--- src/rtl/mtx_pkg.sv ---
package mtx_pkg;

  typedef enum logic [2:0] {
    ST_IDLE,
    ST_PRE,
    ST_DATA,
    ST_FCS,
    ST_DROP,
    ST_GAP
  } mtx_state_e;

  localparam logic [3:0]  PRE_NIB      = 4'h5;
  localparam logic [3:0]  SFD_NIB      = 4'hD;
  localparam logic [31:0] CRC_POLY_REF = 32'hEDB88320;
  localparam logic [31:0] CRC_SEED     = 32'hFFFFFFFF;

  // One byte through the bit-serial reflected CRC-32, LSB first.
  function automatic logic [31:0] crc32_step(input logic [31:0] c, input logic [7:0] b);
    logic [31:0] r;
    r = c ^ {24'h0, b};
    for (int i = 0; i < 8; i++) begin
      r = r[0] ? ((r >> 1) ^ CRC_POLY_REF) : (r >> 1);
    end
    return r;
  endfunction

endpackage

--- src/rtl/mtx_crc32.sv ---
module mtx_crc32
  import mtx_pkg::*;
(
  input  logic        clk,
  input  logic        rst_n,
  input  logic        clear,
  input  logic        take,
  input  logic [7:0]  byte_in,
  output logic [31:0] crc_q
);

  always_ff @(posedge clk) begin
    if (!rst_n)     crc_q <= CRC_SEED;
    else if (clear) crc_q <= CRC_SEED;
    else if (take)  crc_q <= crc32_step(crc_q, byte_in);
  end

endmodule

--- src/rtl/mtx_len_window.sv ---
module mtx_len_window #(
  parameter int LEN_W     = 11,
  parameter int MIN_BYTES = 60,
  parameter int MAX_BYTES = 1532
) (
  input  logic [LEN_W-1:0] len,
  output logic             in_range
);

  localparam logic [LEN_W-1:0] LO = LEN_W'(MIN_BYTES);
  localparam logic [LEN_W-1:0] HI = LEN_W'(MAX_BYTES);

  assign in_range = (len >= LO) && (len <= HI);

endmodule

--- src/rtl/mtx_gap_timer.sv ---
module mtx_gap_timer #(
  parameter int IFG_NIB = 24
) (
  input  logic clk,
  input  logic rst_n,
  input  logic run,
  output logic done
);

  localparam int CW = $clog2(IFG_NIB + 1);
  localparam logic [CW-1:0] LAST = CW'(IFG_NIB - 1);

  logic [CW-1:0] cnt;

  always_ff @(posedge clk) begin
    if (!rst_n || !run) cnt <= '0;
    else if (cnt != LAST) cnt <= cnt + 1'b1;
  end

  assign done = run && (cnt == LAST);

endmodule

--- src/rtl/mii_tx_framer.sv ---
module mii_tx_framer
  import mtx_pkg::*;
#(
  parameter int LEN_W     = 11,
  parameter int LVL_W     = 12,
  parameter int MIN_FRAME = 64,
  parameter int MAX_FRAME = 1536,
  parameter int IFG_NIB   = 24
) (
  input  logic             clk,
  input  logic             rst_n,
  input  logic [LVL_W-1:0] thresh,
  input  logic [LVL_W-1:0] fifo_level,
  input  logic             grant,
  input  logic             s_valid,
  output logic             s_ready,
  input  logic [7:0]       s_data,
  input  logic [LEN_W-1:0] s_len,
  output logic [3:0]       txd,
  output logic             tx_en,
  output logic             tx_er
);

  localparam int FCS_BYTES = 4;
  localparam int MIN_PAY   = MIN_FRAME - FCS_BYTES;
  localparam int MAX_PAY   = MAX_FRAME - FCS_BYTES;
  localparam int PRE_NIBS  = 16;
  localparam int FCS_NIBS  = 2 * FCS_BYTES;
  localparam int NC_W      = $clog2(PRE_NIBS + 1);
  localparam logic [NC_W-1:0]  PRE_LAST = NC_W'(PRE_NIBS - 1);
  localparam logic [NC_W-1:0]  FCS_END  = NC_W'(FCS_NIBS);
  localparam logic [LEN_W-1:0] RUNT_LIM = LEN_W'(MIN_FRAME);

  mtx_state_e       st;
  logic             phase;
  logic [3:0]       hi_nib;
  logic [LEN_W-1:0] byte_cnt;
  logic [LEN_W-1:0] frm_len;
  logic             bad;
  logic [NC_W-1:0]  nib_cnt;
  logic [31:0]      fcs_sh;

  logic             len_ok;
  logic             bytes_left;
  logic             take;
  logic             start_ok;
  logic             gap_done;
  logic [31:0]      crc_q;
  logic [31:0]      fcs_good;

  mtx_len_window #(
    .LEN_W    (LEN_W),
    .MIN_BYTES(MIN_PAY),
    .MAX_BYTES(MAX_PAY)
  ) u_len (
    .len     (s_len),
    .in_range(len_ok)
  );

  mtx_crc32 u_crc (
    .clk    (clk),
    .rst_n  (rst_n),
    .clear  (st == ST_IDLE),
    .take   (take && (st == ST_DATA)),
    .byte_in(s_data),
    .crc_q  (crc_q)
  );

  mtx_gap_timer #(.IFG_NIB(IFG_NIB)) u_gap (
    .clk  (clk),
    .rst_n(rst_n),
    .run  (st == ST_GAP),
    .done (gap_done)
  );

  always_comb begin
    bytes_left = (byte_cnt != frm_len);
    s_ready    = (((st == ST_DATA) && !phase) || (st == ST_DROP)) && bytes_left;
    take       = s_valid && s_ready;
    start_ok   = (st == ST_IDLE) && s_valid && len_ok && (fifo_level >= thresh) && grant;
    fcs_good   = ~crc_q;
  end

  always_ff @(posedge clk) begin
    if (!rst_n) begin
      st       <= ST_IDLE;
      phase    <= 1'b0;
      hi_nib   <= '0;
      byte_cnt <= '0;
      frm_len  <= '0;
      bad      <= 1'b0;
      nib_cnt  <= '0;
      fcs_sh   <= '0;
      txd      <= '0;
      tx_en    <= 1'b0;
      tx_er    <= 1'b0;
    end else begin
      case (st)
        ST_IDLE: begin
          if (s_valid && !len_ok) begin
            st       <= ST_DROP;
            frm_len  <= s_len;
            byte_cnt <= '0;
          end else if (start_ok) begin
            st       <= ST_PRE;
            frm_len  <= s_len;
            byte_cnt <= '0;
            bad      <= 1'b0;
            phase    <= 1'b0;
            nib_cnt  <= NC_W'(1);
            tx_en    <= 1'b1;
            txd      <= PRE_NIB;
          end
        end
        ST_PRE: begin
          txd     <= (nib_cnt == PRE_LAST) ? SFD_NIB : PRE_NIB;
          nib_cnt <= nib_cnt + 1'b1;
          if (nib_cnt == PRE_LAST) begin
            st    <= ST_DATA;
            phase <= 1'b0;
          end
        end
        ST_DATA: begin
          if (phase) begin
            txd   <= hi_nib;
            phase <= 1'b0;
          end else if (!bytes_left) begin
            txd     <= fcs_good[3:0];
            fcs_sh  <= {4'h0, fcs_good[31:4]};
            nib_cnt <= NC_W'(1);
            st      <= ST_FCS;
          end else if (s_valid) begin
            txd      <= s_data[3:0];
            hi_nib   <= s_data[7:4];
            byte_cnt <= byte_cnt + 1'b1;
            phase    <= 1'b1;
          end else if (byte_cnt < RUNT_LIM) begin
            // underflow before the minimum size: cut short as a runt
            tx_en <= 1'b0;
            txd   <= '0;
            st    <= ST_DROP;
          end else begin
            // underflow after the minimum size: close with a corrupted FCS
            bad     <= 1'b1;
            tx_er   <= 1'b1;
            txd     <= crc_q[3:0];
            fcs_sh  <= {4'h0, crc_q[31:4]};
            nib_cnt <= NC_W'(1);
            st      <= ST_FCS;
          end
        end
        ST_FCS: begin
          if (nib_cnt == FCS_END) begin
            tx_en <= 1'b0;
            tx_er <= 1'b0;
            txd   <= '0;
            st    <= bytes_left ? ST_DROP : ST_GAP;
          end else begin
            txd     <= fcs_sh[3:0];
            fcs_sh  <= {4'h0, fcs_sh[31:4]};
            nib_cnt <= nib_cnt + 1'b1;
            tx_er   <= bad;
          end
        end
        ST_DROP: begin
          if (take) byte_cnt <= byte_cnt + 1'b1;
          if (!bytes_left) st <= ST_GAP;
        end
        ST_GAP: begin
          if (gap_done) st <= ST_IDLE;
        end
        default: st <= ST_IDLE;
      endcase
    end
  end

  // Low-run counter used by the gap check.
  localparam int LR_W = $clog2(IFG_NIB + 1);
  logic [LR_W-1:0] low_run;
  always_ff @(posedge clk) begin
    if (!rst_n)                         low_run <= LR_W'(IFG_NIB);
    else if (tx_en)                     low_run <= '0;
    else if (low_run != LR_W'(IFG_NIB)) low_run <= low_run + 1'b1;
  end

  AST_START_GATED: assert property (@(posedge clk) disable iff (!rst_n)
    $rose(tx_en) |-> ($past(grant) && ($past(fifo_level) >= $past(thresh))));
  AST_PREAMBLE_FIRST: assert property (@(posedge clk) disable iff (!rst_n)
    $rose(tx_en) |-> (txd == PRE_NIB));
  AST_DROP_QUIET: assert property (@(posedge clk) disable iff (!rst_n)
    (st == ST_DROP) |-> !tx_en);
  AST_ER_INSIDE_FRAME: assert property (@(posedge clk) disable iff (!rst_n)
    tx_er |-> tx_en);
  AST_GAP_HELD: assert property (@(posedge clk) disable iff (!rst_n)
    $rose(tx_en) |-> (low_run == LR_W'(IFG_NIB)));

endmodule

--- config.mk ---
export PLATFORM = sky130hd
export DESIGN_NAME = mii_tx_framer
export DESIGN_NICKNAME = d
export VERILOG_FILES = /design/src/rtl/mtx_pkg.sv /design/src/rtl/mtx_crc32.sv /design/src/rtl/mtx_len_window.sv /design/src/rtl/mtx_gap_timer.sv /design/src/rtl/mii_tx_framer.sv
export SDC_FILE = /design/constraint.sdc
export NUM_CORES = 1
export LEC_CHECK = 0
export BUFFER_PORTS_ARGS = -buffer_cell sky130_fd_sc_hd__buf_4
export CORE_ASPECT_RATIO = 1.1
export CORE_MARGIN = 1.5
export CORE_UTILIZATION = 55
export CTS_BUF_LIST = sky130_fd_sc_hd__clkbuf_8
export CTS_CLUSTER_DIAMETER = 50
export DETAILED_ROUTE_END_ITERATION = 12
export GPL_TIMING_DRIVEN = 1
export PLACE_DENSITY = 0.77
export SLEW_MARGIN = 20
export SYNTH_ARGS = -nofsm -noshare
export SYNTH_HDL_FRONTEND = slang
export SYNTH_SLANG_ARGS = --single-unit
--- constraint.sdc ---
create_clock -name clk -period 1.95 [get_ports clk]
set_input_delay 0.195 -clock clk [delete_from_list [all_inputs] [get_ports clk]]
set_output_delay 0.195 -clock clk [all_outputs]
set_load 0.01 [all_outputs]
# After elaboration in Yosys (flattened, before gate mapping)
# Cells that the tools add are included.
# W data, S select, Z words.
[op_classes] n_addsub=3 magnitude_cmp=4 eq_ne=27 mux=74 n_bitwise=12 n_reduce_logical=37
[ops] operator="$mux W32" n=13
[ops] operator="$not A13 Y14" n=8
[ops] operator="$mux W11" n=8
[ops] operator="$pmux W32 S2" n=1
[ops] operator="$mux W5" n=7
[ops] operator="$pmux W11 S3" n=1
[ops] operator="$mux W4" n=8
[ops] operator="$not A32 Y32" n=1
[ops] operator="$xor A32 B8 Y32" n=1
[ops] operator="$mux W3" n=10
[ops] operator="$ne A2 B2 Y1 const B" n=13
[ops] operator="$reduce_and A7 Y1" n=3
[ops] operator="$pmux W5 S4" n=1
[ops] operator="$mux W1" n=19
[ops] operator="$pmux W3 S6" n=1
[ops] operator="$pmux W4 S4" n=1
[ops] operator="$ge A12 B12 Y1" n=1
[ops] operator="$add A11 B1 Y11 const B" n=1
[ops] operator="$ge A11 B6 Y1 const B" n=1
[ops] operator="$le A11 B11 Y1 const B" n=1
[ops] operator="$logic_and A1 B1 Y1" n=11
[ops] operator="$lt A11 B7 Y1 const B" n=1
[ops] operator="$ne A11 B11 Y1" n=1
[ops] operator="$add A5 B1 Y5 const B" n=2
[ops] operator="other kinds (24)" n=42
[word_totals] reg_bits=111 in_bits=47 output_inout_bits=7 elab_cells=170

# Depth between registers and ports, before layout
# Gate-level depths: netlist of the first run.
[depth] ltp_word=17 ltp_mapped=9 ltp_nobuf=8

# Modules after synthesis
# A second synthesis of the first run with hierarchy kept.
[hier_totals] cells_unflattened=742 area_unflattened_um2=6383.6
[by_module_without_submodules] mod="mii_tx_framer" instances=1 cells_each=516 area_per_inst_um2=4239.1 seq_area_each_um2=1401.3
[by_module_without_submodules] mod="mtx_crc32" instances=1 cells_each=195 area_per_inst_um2=1875.5 seq_area_each_um2=640.6
[by_module_without_submodules] mod="mtx_gap_timer" instances=1 cells_each=24 area_per_inst_um2=227.7 seq_area_each_um2=100.1
[by_module_without_submodules] mod="mtx_len_window" instances=1 cells_each=7 area_per_inst_um2=41.3 seq_area_each_um2=0.0

# Worst setup path after synthesis of the first run
# Ideal clock, no wire load.
[synth_timing] path_kind="register -> register" from="register byte_cnt[10]" to="register fcs_sh[10]" setup_ns=0.117 arrival_ns=1.982 required_ns=1.833 path_slack_ns=-0.149 stages_incl_launch_ff=10 n_path_buf=3 synth_period_minus_slack_ns=2.099 cell_sequence="dfxtp_1 > xor2_1 > nor4_2 > and3_1 > buf_4 > o311ai_4 > and2_1 > buf_6 > buf_6 > a22o_1"
[synth_via] elab_chain_cells=4 elab_cells_between_ends=8 cone_classes="order compare: 1; eq/ne: 3; mux: 3; reduce/logical: 1"
[synth_lines] item="start: declaration" line_no="mii_tx_framer.sv:37" text="logic [LEN_W-1:0] byte_cnt;"
[synth_lines] item="start signal: assignment" line_no="mii_tx_framer.sv:135" text="byte_cnt <= byte_cnt + 1'b1;"
[synth_lines] item="start signal: assignment" line_no="mii_tx_framer.sv:166" text="if (take) byte_cnt <= byte_cnt + 1'b1;"
[synth_lines] item="branches (longest 4 deep; another with $lt A11 B7 Y1)"
[synth_lines] item="end signal: assignment" line_no="mii_tx_framer.sv:129" text="fcs_sh <= {4'h0, fcs_good[31:4]};"
[synth_lines] item="end signal: assignment" line_no="mii_tx_framer.sv:147" text="fcs_sh <= {4'h0, crc_q[31:4]};"
[synth_lines] item="end signal: assignment" line_no="mii_tx_framer.sv:160" text="fcs_sh <= {4'h0, fcs_sh[31:4]};"
[synth_lines] item="end: declaration" line_no="mii_tx_framer.sv:41" text="logic [31:0] fcs_sh;"
# Parallel ways; which one is timed is not known. The select of a mux whose other input is x is not followed.
# A chain may end at the register's enable or synchronous reset.

# Worst setup path in the final report of the first run
[layout_timing] from="register st[2]" to="register phase"
[layout_via] elab_chain_cells=7 elab_cells_between_ends=13 cone_classes="eq/ne: 5; mux: 1; reduce/logical: 7"
[layout_lines] item="start: declaration" line_no="mii_tx_framer.sv:34" text="mtx_state_e st;"
[layout_lines] item="start signal: assignment" line_no="mii_tx_framer.sv:157" text="st <= bytes_left ? ST_DROP : ST_GAP;"
[layout_lines] item="$logic_not A3 Y1" line_no="mii_tx_framer.sv:80, mii_tx_framer.sv:98"
[layout_lines] item="$logic_and A1 B1 Y1 (4 in series)" line_no="mii_tx_framer.sv:80" text="start_ok = (st == ST_IDLE) && s_valid && len_ok && (fifo_level >= thresh) && grant;"
[layout_lines] item="$ne A2 B2 Y1 (no line)"
[layout_lines] item="$reduce_and A4 Y1 (no line)"
[layout_lines] item="end signal: assignment" line_no="mii_tx_framer.sv:87" text="phase <= 1'b0;"
[layout_lines] item="end signal: assignment" line_no="mii_tx_framer.sv:109" text="phase <= 1'b0;"
[layout_lines] item="end signal: assignment" line_no="mii_tx_framer.sv:120" text="phase <= 1'b0;"
[layout_lines] item="end: declaration" line_no="mii_tx_framer.sv:35" text="logic phase;"
# Several ways; a longest one is shown, not always the timed one.

==> summary.md, run 1 <==
| Metric | Value |
|---|---|
| CTS tree | `built` |
| Port Buffers | `53` |
| Worst-Margin Slew | `between 0.4 and 0.5 ns` |
| Core Box Area | `10900 um2` |
| Final setup fails | `74` |
| DRC viols | `0` |
| Pwr dens | `1060 nW/um2` |
| Die area | `11700 um2` |
| Compound-cell area share of the yosys netlist | `20.9%` |
| Post-synth EDFFs | `0` |
| Yosys warns | `0` |
| Pre-antenna DRT Iters | `5` |
| Cell count along the critical path | `8` |
| Antenna Cells | `0` |
| Finished Layout Cells | `974` |
| CP max-delay cell | `nor4b_1` |
| CP most frequent cell | `buf_4` |
| Clk slew on worst S/H paths | `between 0.1 and 0.15 ns` |
| Fin area | `7990 um2` |
| Top delay family on crit path | `simple AND/OR/NAND/NOR gates` |
| CTS Buf Count | `9` |
| Slowest stage delay, CP | `roughly 0.38 ns` |
| CTS H-tree lvls | `3` |
| Fin nets | `886` |
| Initial core utilization | `between 50% and 60%` |
| Distinct cells, synth | `62` |
| Synthesized area per cell | `8.60 um2` |
| Crit path launch | `st[2]` |
| Crit path buffers/inverters | `3` |
| Post-synth top area share | `35.1%` |
| Yosys reg bits | `around 110` |
| Syn Nets | `773` |
| CP startpoint kind | `register` |
| First-pass GRT wire length | `27600 um` |
| Post-synthesis sequential area ratio | `35.1%` |
| Die Y | `113 um` |
| Total GRT Usage | `about 30%` |
| DR iter-0 viols | `578` |
| IO Pins | `54` |
| Synthesized area | `6100 um2` |
| DP Area | `7120 um2` |
| Clock sinks | `approximately 110` |
| Final min period | `2.15 ns` |
| Crit path to | `phase` |
| Largest net degree at the start of global routing | `54` |
| Worst min path class | `input port to register` |
| Slew Viols, Final | `0` |
| Max-Cap Viols | `0` |
| Initial antenna violation count | `0` |
| Final wirelength | `19200 um` |
| Crit path max fanout | `7` |
| Worst skew pair latency | `0.40 ns` |
| Grt total ovfl | `0` |
| Adder-cell share of the synthesized area | `3.49%` |
| Final hold violations | `0` |
| Fraction of layout cells with a size suffix above 1 | `between 20% and 30%` |
| Max-slew headroom | `between 60 and 70%` |
| Largest family of logic cells by synthesized area | `compound AO/OA/AOI/OAI gates` |
| Unrepaired setup endpoints after global routing | `true` |
| Status | `complete, but fails checks` |
| TNS Setup | `-6.54 ns` |
| GPL Wtd Cong | `between 0.9 and 1` |
| Fmax | `465 MHz` |
| Vias in the first global route | `roughly 5600` |
| Deepest clock path buffer count | `2` |
| Mux cell area share after synthesis | `0.656%` |
| Detailed Place HPWL | `between 10000 and 15000 um` |
| Area contributors post-synth | `dfxtp_1, xnor2_1, xor2_1` |
| Worst VDD drop | `roughly 0.49 mV` |
| Synth area leader | `dfxtp_1` |
| Area share of and/or/nand/nor cells after synthesis | `roughly 17%` |
| Main synth FF type | `dfxtp_1` |
| Final period utilization | `110%` |
| Std-Cell Rows | `40` |
| R2R depth | `8` |
| Via count | `just under 6000` |
| Cell count after synthesis | `slightly above 700` |
| WP data arrival | `around 2.5 ns` |
| Failing checks | `negative setup slack` |
| Routed Antenna Nets | `0` |
| Layout Skew | `approximately 0.016 ns` |
| R2R Setup Slk | `-0.20 ns` |
| Count leader, synth | `dfxtp_1` |
| Synth-to-Final Area Change | `31.0%` |
| CP endpoint kind | `register` |
| Die W | `103 um` |
| Post-Synth XOR/XNOR Area | `18.3%` |
| Placed cells | `939` |
| Synth top cells by count | `dfxtp_1, xnor2_1, nor2_1` |
| Clk root buf | `clkbuf_8` |
| Routed wire per std cell | `19.7 um` |
| Vias per inst | `6.13` |
| Pleak | `3.39 nW` |
| Worst r2r src | `st[2]` |
| Worst r2r dst | `phase` |
| Worst Path Required | `2.27 ns` |
| Cell chain of the critical path | `nand2b_1 > buf_4 > nor4b_1 > buf_4 > and2_1 > buf_4 > o21ai_0 > a31oi_1` |
| Asr flop ratio synth | `0%` |
| Final WS setup | `-0.200 ns` |
| Kind of critical path | `register to register` |
-- kinds of logic (layout without fill, tap and decap cells) --
group,Yosys count,after routing
simple gates,209,209
compound gates,183,183
xor+xnor,125,125
flops,107,107
buf+inv,64,182
fa+ha+maj,17,17
mux,4,4
-- per-layer routing --
layer	vias to the layer above	routed length, um	global-route usage (%)
met1	2873	7670	38.9
met3	64	1410	4.23
met4	0	817	15.2
met5	-	0	0
met2	287	9310	49.2
li1	2746	-	-
-- timing repair --
action | in CTS | in global routing
hold buffers | 0 | 0
setup buffers | 7 | 7
gates resized for setup | 34 | 48
cloned | 6 | 4
setup endpoints to repair | 73 | 101
pin swaps | 11 | 34
-- worst reg2reg max path, stage by stage, from the launching register on --
cell and delay [ns]:
dfxtp_1 0.37, nand2b_1 0.19, buf_4 0.18, nor4b_1 0.39, buf_4 0.22, and2_1 0.27, buf_4 0.22, o21ai_0 0.08
a31oi_1 0.16
-- power by group --
| part | leakage, nW | switching [mW] | internal (mW) |
|---|---|---|---|
| combinational | 2.42 | 2.40 | 2.28 |
| clock | 0.0924 | 0.818 | 0.500 |
| sequential | 0.869 | 0.146 | 2.37 |
| total | 3.39 | 3.36 | 5.15 |
-- cell usage in the layout (no fill, tap or decap), drive strengths merged, types with 3 or more instances in the layout --
cell and instances:
a21oi 58, a221oi 3, a22o 24, a22oi 4
a311oi 3, a31oi 5, a32o 4, a41oi 4
and2 6, and3 4, and4 3, buf 140
clkbuf 13, clkinv 5, dfxtp 107, ha 17
inv 22, mux2i 4, nand2 57, nand2b 7
nand3 28, nand4 8, nor2 60, nor2b 3
nor3 13, nor3b 3, nor4 5, o211ai 33
o21a 4, o21ai 18, o31ai 5, xnor2 84
xor2 41
-- sequential cells by signal (all words and copies together), names as in the netlist --
signal and cells:
bad 1, phase 1, byte_cnt 11, tx_en 1, tx_er 1, fcs_sh 28, hi_nib 4, frm_len 11
u_gap.cnt 5, txd 4, st 3, u_crc.crc_q 32, nib_cnt 5
-- layout make-up --
class | instances | area, um2
well taps | 147 | 184
repair buffers | 144 | 1420
flip-flops and latches | 107 | 2150
fillers | 751 | 2870
clock inverters | 6 | 40.0
clock buffers | 10 | 138
inverters | 22 | 82.6
multi-input cells | 538 | 3980
-- how the worst min path moves through the flow --
stage	slack, ns	to	from	depth (start not counted)
CTS	0.05	hi_nib[2]	s_data[6]	3
floorplan	0.33	hi_nib[0]	s_data[4]	2
finish	0.06	hi_nib[2]	s_data[6]	3
global route	0.06	frm_len[1]	s_len[1]	3
detailed placement	0.46	hi_nib[0]	hi_nib[0]	2
global placement	0.45	hi_nib[0]	hi_nib[0]	2
-- per-stage QoR --
stage	hold WS, ns	setup slack, ns	utilization, %	total power [mW]
6_report	0.0582	-0.200	73.6	8.51
5_1_grt	0.0623	-0.274	73.6	8.88
4_1_cts	0.0500	-0.180	70.4	7.98
3_5_place_dp	0.456	-0.258	65.5	6.04
3_3_place_gp	0.446	-0.160	65.5	5.94
2_1_floorplan	0.331	-0.0862	-	4.90
Power figures use the tool's default switching activity.
==> run 2, diff against run 1 <==
- PLACE_DENSITY: 0.77 -> 0.75
- clock period: 1.95 -> 2.15 ns (I/O delays scaled with it)
==> run 2 against run 1 <==
- the run now ends clean
- combinational power down 31%
- clock power down 8%
- utilization down 7.7 points
- sequential cell count unchanged
- cell area down 10%
- sequential share of layout area up 3.1 points
- critical path depth down 1
==> summary.md, run 2 (same netlist as run 1, synthesis figures left out) <==
| Metric | Value |
|---|---|
| Worst skew pair latency | `0.40 ns (about the same)` |
| Finished Layout Cells | `927 (-4.8%)` |
| Largest net degree at the start of global routing | `53 (-1.9%)` |
| Max-slew headroom | `66.1% (-1.2 points)` |
| Max-Cap Viols | `0 (unchanged)` |
| Commonest non-fill, non-tap cell in the layout | `dfxtp_1` |
| Worst-Margin Slew | `0.504 ns (+0.0182 ns)` |
| Routed wire per std cell | `16.4 um (-17%)` |
| Initial core utilization | `56.2% (unchanged)` |
| Clock sinks | `107 (unchanged)` |
| Dpl ws | `-0.178 ns (+0.0792 ns)` |
| Grt total ovfl | `0 (unchanged)` |
| Routed Antenna Nets | `0 (unchanged)` |
| Vias in the first global route | `5243 (-6.9%)` |
| Max reg flops | `32 (unchanged)` |
| Vias per inst | `5.84 (-4.7%)` |
| Fraction of layout cells with a size suffix above 1 | `18.1% (-8.6 points)` |
| Largest regs | `u_crc.crc_q: 32 flops, fcs_sh: 28 flops` |
| Port Buffers | `53 (unchanged)` |
| Die Y | `113 um (unchanged)` |
| TNS Setup | `0 ns (+6.54 ns)` |
| Fin nets | `839 (-5.3%)` |
| Deepest clock path buffer count | `2 (unchanged)` |
| Std-Cell Rows | `40 (unchanged)` |
| First-pass GRT wire length | `25100 um (-8.8%)` |
| Kind of critical path | `register to output port` |
| Fmax | `467 MHz` |
| Pleak | `3.02 nW (-11%)` |
| WHS | `0.0809 ns (+0.0227 ns)` |
| Pre-antenna DRT Iters | `5 (unchanged)` |
| WP data arrival | `1.93 ns (-0.54 ns)` |
| Synth-to-Final Area Change | `17.4%` |
| Detailed Place HPWL | `11000 um (-4.5%)` |
| GPL Wtd Cong | `0.936 (+2.3%)` |
| CTS H-tree lvls | `3 (unchanged)` |
| Fin area | `7160 um2 (-10%)` |
| CP endpoint kind | `output port` |
| Final min period | `2.14 ns` |
| Worst Path Required | `1.93 ns (-0.34 ns)` |
| Core Box Area | `10900 um2 (unchanged)` |
| Total power | `6.73 mW (-21%)` |
| Clk root buf | `clkbuf_8` |
| CP startpoint kind | `register` |
| Status | `finished clean` |
| Placed cells | `909 (-3.2%)` |
| Die W | `103 um (unchanged)` |
| Layout Skew | `0.0161 ns (+0.000339 ns)` |
| IO Pins | `54 (unchanged)` |
| Total GRT Usage | `27.1% (-3.1 points)` |
| Crit path max fanout | `8 (+1)` |
| DR iter-0 viols | `318 (-45%)` |
| Die area | `11700 um2 (unchanged)` |
| DRC viols | `0 (unchanged)` |
| Slew Viols, Final | `0 (unchanged)` |
| Clk slew on worst S/H paths | `0.11 ns (about the same)` |
| Hold path depth | `3 (unchanged)` |
| Final WS setup | `0.00657 ns (+0.206 ns)` |
| Final setup fails | `0 (-100%)` |
| Reg with most FFs | `u_crc.crc_q` |
| CTS Buf Count | `9 (unchanged)` |
| Worst VDD drop | `0.537 mV (+10%)` |
| Final wirelength | `15200 um (-21%)` |
| Fill count | `907 (+21%)` |
| Unrepaired setup endpoints after global routing | `true` |
| CTS tree | `built` |
| Final hold violations | `0 (unchanged)` |
| Worst min path class | `input port to register` |
| Util after Layout | `65.9% (-7.7 points)` |
| R2R depth | `8 (unchanged)` |
| Via count | `5417 (-9.3%)` |
| Most frequent cells in the layout | `dfxtp_1, buf_4, xnor2_1` |
| # hold bufs at CTS | `0 (unchanged)` |
| DP Area | `6880 um2 (-3.4%)` |
| Antenna Cells | `0 (unchanged)` |
| Pwr dens | `940 nW/um2 (-12%)` |
| Initial antenna violation count | `0 (unchanged)` |
| Final period utilization | `99.7%` |
-- run 2: path summary, 6_finish.rpt --
kind | startpoint | to | slack, ns
worst max register to register | frm_len[10] | fcs_sh[22] | 0.05
worst min-delay path | s_data[6] | hi_nib[2] | 0.08
worst max-delay path | st[2] | s_ready | 0.007
worst min register to register | hi_nib[2] | hi_nib[2] | 0.48
-- run 2: what timing repair did --
item,in CTS,in global routing
setup buffers,1,0
gates cloned,1,0
endpoints found under the hold margin,0,0
endpoints found under the setup margin,3,40
resized for setup,4,13
-- run 2: cell type report --
type                       count  area [um2]  area share (%)
sequential                   107        2150            30.0
clock inverter                 6        45.0           0.629
tap                          147         184            2.57
inverter                      22        82.6            1.15
clock buffer                  10         138            1.92
timing repair buffer          97         836            11.7
multi-input combinational    538        3720            52.0
-- run 2: worst max-delay path: stages (launching register included) --
cell and delay (ns):
dfxtp_1 0.40, nand2b_1 0.24, buf_4 0.18, nor3_2 0.18
buf_4 0.19, a21oi_1 0.05, nor2_1 0.14, buf_4 0.14
-- run 2: power by group --
group / internal [mW] / switching [mW] / total, mW / leakage (nW)
Sequential: 2.15 / 0.143 / 2.30 / 0.868
Combinational: 1.47 / 1.74 / 3.21 / 2.05
Clock: 0.466 / 0.750 / 1.22 / 0.0978
Total: 4.09 / 2.64 / 6.73 / 3.02
-- run 2: layer usage --
metal	wire (um)	GRT usage, %	vias to the layer above
li1	-	-	2641
met1	6900	36.1	2583
met2	7330	43.8	163
met3	652	3.86	30
met4	346	11.2	0
met5	0	0	-
==> run 3, diff against run 2 <==
- CORE_ASPECT_RATIO: 1.1 -> default
==> run 3 against run 2 <==
- non-clock buffer count rose by 3
- die area barely moved
- wire length rose by 4.1%
- global-route usage up 1.1 points
- first-iteration DRC count up 31%
- critical path depth fell by 2
- sequential share of layout area is 0.55 points lower
- critical endpoint is now nib_cnt[3]
==> summary.md, run 3 (same netlist as run 1, synthesis figures left out) <==
| Metric | Value |
|---|---|
| Via count | `5507 (+1.7%)` |
| Slowest stage delay, CP | `0.55 ns (+0.15 ns)` |
| Routed Antenna Nets | `0 (unchanged)` |
| Hold path depth | `3 (unchanged)` |
| R2R Setup Slk | `0.04 ns (about the same)` |
| Routed wire per std cell | `17.2 um (+4.7%)` |
| GPL Wtd Cong | `0.950 (+1.5%)` |
| DRC viols | `0 (unchanged)` |
| Antenna Cells | `0 (unchanged)` |
| Fmax | `474 MHz (+1.6%)` |
| Max-slew headroom | `57.5% (-8.6 points)` |
| Std-Cell Rows | `38 (-5.0%)` |
| Worst min path class | `input port to register` |
| CTS Buf Count | `9 (unchanged)` |
| Final hold violations | `0 (unchanged)` |
| DP Area | `6850 um2 (-0.42%)` |
| Crit path launch | `byte_cnt[6]` |
| Commonest non-fill, non-tap cell in the layout | `dfxtp_1` |
| Detailed Place HPWL | `11100 um (+1.5%)` |
| Largest net degree at the start of global routing | `54 (+1.9%)` |
| Deepest clock path buffer count | `2 (unchanged)` |
| Die W | `108 um (+4.7%)` |
| Most frequent cells in the layout | `dfxtp_1, buf_4, xnor2_1` |
| Slew Viols, Final | `0 (unchanged)` |
| Clk root buf | `clkbuf_8` |
| Kind of critical path | `register to register` |
| Cell chain of the critical path | `or4_4 > o21ba_4 > a221o_1 > or2_4 > a311oi_2` |
| Largest regs | `u_crc.crc_q: 32 flops, fcs_sh: 28 flops` |
| IO Pins | `54 (unchanged)` |
| Unrepaired setup endpoints after global routing | `true` |
| Pwr dens | `979 nW/um2 (+4.2%)` |
| Final min period | `2.11 ns (-0.0330 ns)` |
| CP startpoint kind | `register` |
| Worst skew pair latency | `0.38 ns (-0.02 ns)` |
| Crit path to | `nib_cnt[3]` |
| Vias in the first global route | `5402 (+3.0%)` |
| Port Buffers | `53 (unchanged)` |
| Worst VDD drop | `0.643 mV (+20%)` |
| Status | `finished clean` |
| Fill count | `872 (-3.9%)` |
| Die Y | `108 um (-4.5%)` |
| CP endpoint kind | `register` |
| Grt total ovfl | `0 (unchanged)` |
| Worst r2r dst | `nib_cnt[3]` |
| Initial core utilization | `56.3% (+0.10 points)` |
| CTS tree | `built` |
| Clock sinks | `107 (unchanged)` |
| Fraction of layout cells with a size suffix above 1 | `19.8% (+1.7 points)` |
| Die area | `11700 um2 (about the same)` |
| Synth-to-Final Area Change | `19.9%` |
| Layout Skew | `0.00745 ns (-0.00867 ns)` |
| Final WS setup | `0.0396 ns (+0.0330 ns)` |
| Pleak | `3.07 nW (+1.9%)` |
| Clk slew on worst S/H paths | `0.10 ns (about the same)` |
| Max reg flops | `32 (unchanged)` |
| First-pass GRT wire length | `26000 um (+3.4%)` |
| WP data arrival | `2.39 ns (+0.46 ns)` |
| Vias per inst | `5.97 (+2.2%)` |
| Crit path max fanout | `5 (-3)` |
| Final period utilization | `98.2% (-1.5 points)` |
| Pre-antenna DRT Iters | `5 (unchanged)` |
| Fin nets | `842 (+0.36%)` |
| Final wirelength | `15800 um (+4.1%)` |
| Worst Path Required | `2.43 ns (+0.50 ns)` |
| CP max-delay cell | `or4_4` |
| CTS H-tree lvls | `3 (unchanged)` |
| Multi-input logic area | `3780 um2 (+1.6%)` |
| Core Box Area | `10800 um2 (-0.18%)` |
| Fin area | `7310 um2 (+2.2%)` |
| Dpl ws | `-0.0994 ns (+0.0789 ns)` |
| DR iter-0 viols | `418 (+31%)` |
| Max-Cap Viols | `0 (unchanged)` |
| Total GRT Usage | `28.2% (+1.1 points)` |
| Initial antenna violation count | `0 (unchanged)` |
| Final setup fails | `0 (unchanged)` |
| Worst r2r src | `byte_cnt[6]` |
| R2R depth | `5 (-3)` |
| Sequential cell area | `2150 um2 (+0.29%)` |
| Reg with most FFs | `u_crc.crc_q` |
| Worst-Margin Slew | `0.633 ns (+0.129 ns)` |
==> run 3: layout make-up <==
| class | instances | share of cell area [%] |
|---|---|---|
| Tap cell | 140 | 2.40 |
| Inverter | 22 | 1.13 |
| Multi-Input combinational cell | 538 | 51.8 |
| Clock inverter | 4 | 1.33 |
| Sequential cell | 107 | 29.5 |
| Clock buffer | 11 | 2.07 |
| Timing Repair Buffer | 100 | 11.9 |
==> run 3: repair_timing <==
action,CTS,global route
buffers inserted,1,4
pin swaps,2,6
gates cloned,1,0
setup endpoints to repair,49,48
endpoints found under the hold margin,0,0
hold buffers,0,0
resized for setup,14,20
==> run 3: worst min-delay path by stage <==
stage / slack [ns] / endpoint / startpoint
CTS: 0.08 / frm_len[0] / s_len[0]
detailed placement: 0.46 / fcs_sh[24] / fcs_sh[24]
global route: 0.08 / frm_len[4] / s_len[4]
finish: 0.09 / frm_len[0] / s_len[0]
global placement: 0.45 / hi_nib[0] / hi_nib[0]
floorplan: 0.35 / hi_nib[0] / s_data[4]
==> run 3: report_power, final <==
part	internal [mW]	switching, mW
logic	1.56	1.80
registers	2.16	0.138
clock network	0.831	0.681
total	4.54	2.62
==> run 3: metrics by stage <==
stage                     hold WS, ns  instances  total power [mW]  TNS [ns]  utilization, %
after global placement          0.447        901              5.17  -0.00496            63.2
after detailed placement        0.460        901              5.26    -0.363            63.2
after CTS                      0.0766        918              6.98  -0.00297            66.3
after global routing           0.0757        922              7.53   -0.0182            67.5
final                          0.0933        922              7.16         0            67.5
after floorplan                 0.351        709              4.42         0               -
==> run 3: worst max-delay path: cells and delay by family (launching register included) <==
family	cells	cell delay, ns
AND/OR/NAND/NOR	2	0.80
AO/OA/AOI/OAI	3	0.86
flip-flops	1	0.35
==> run 3: layer usage <==
layer | GRT usage, % | vias up | share of wire (%)
met2 | 47.6 | 203 | 48
li1 | - | 2642 | -
met3 | 5.85 | 23 | 6.7
met5 | 0 | - | 0
met4 | 6.86 | 0 | 1.3
met1 | 36.9 | 2639 | 44
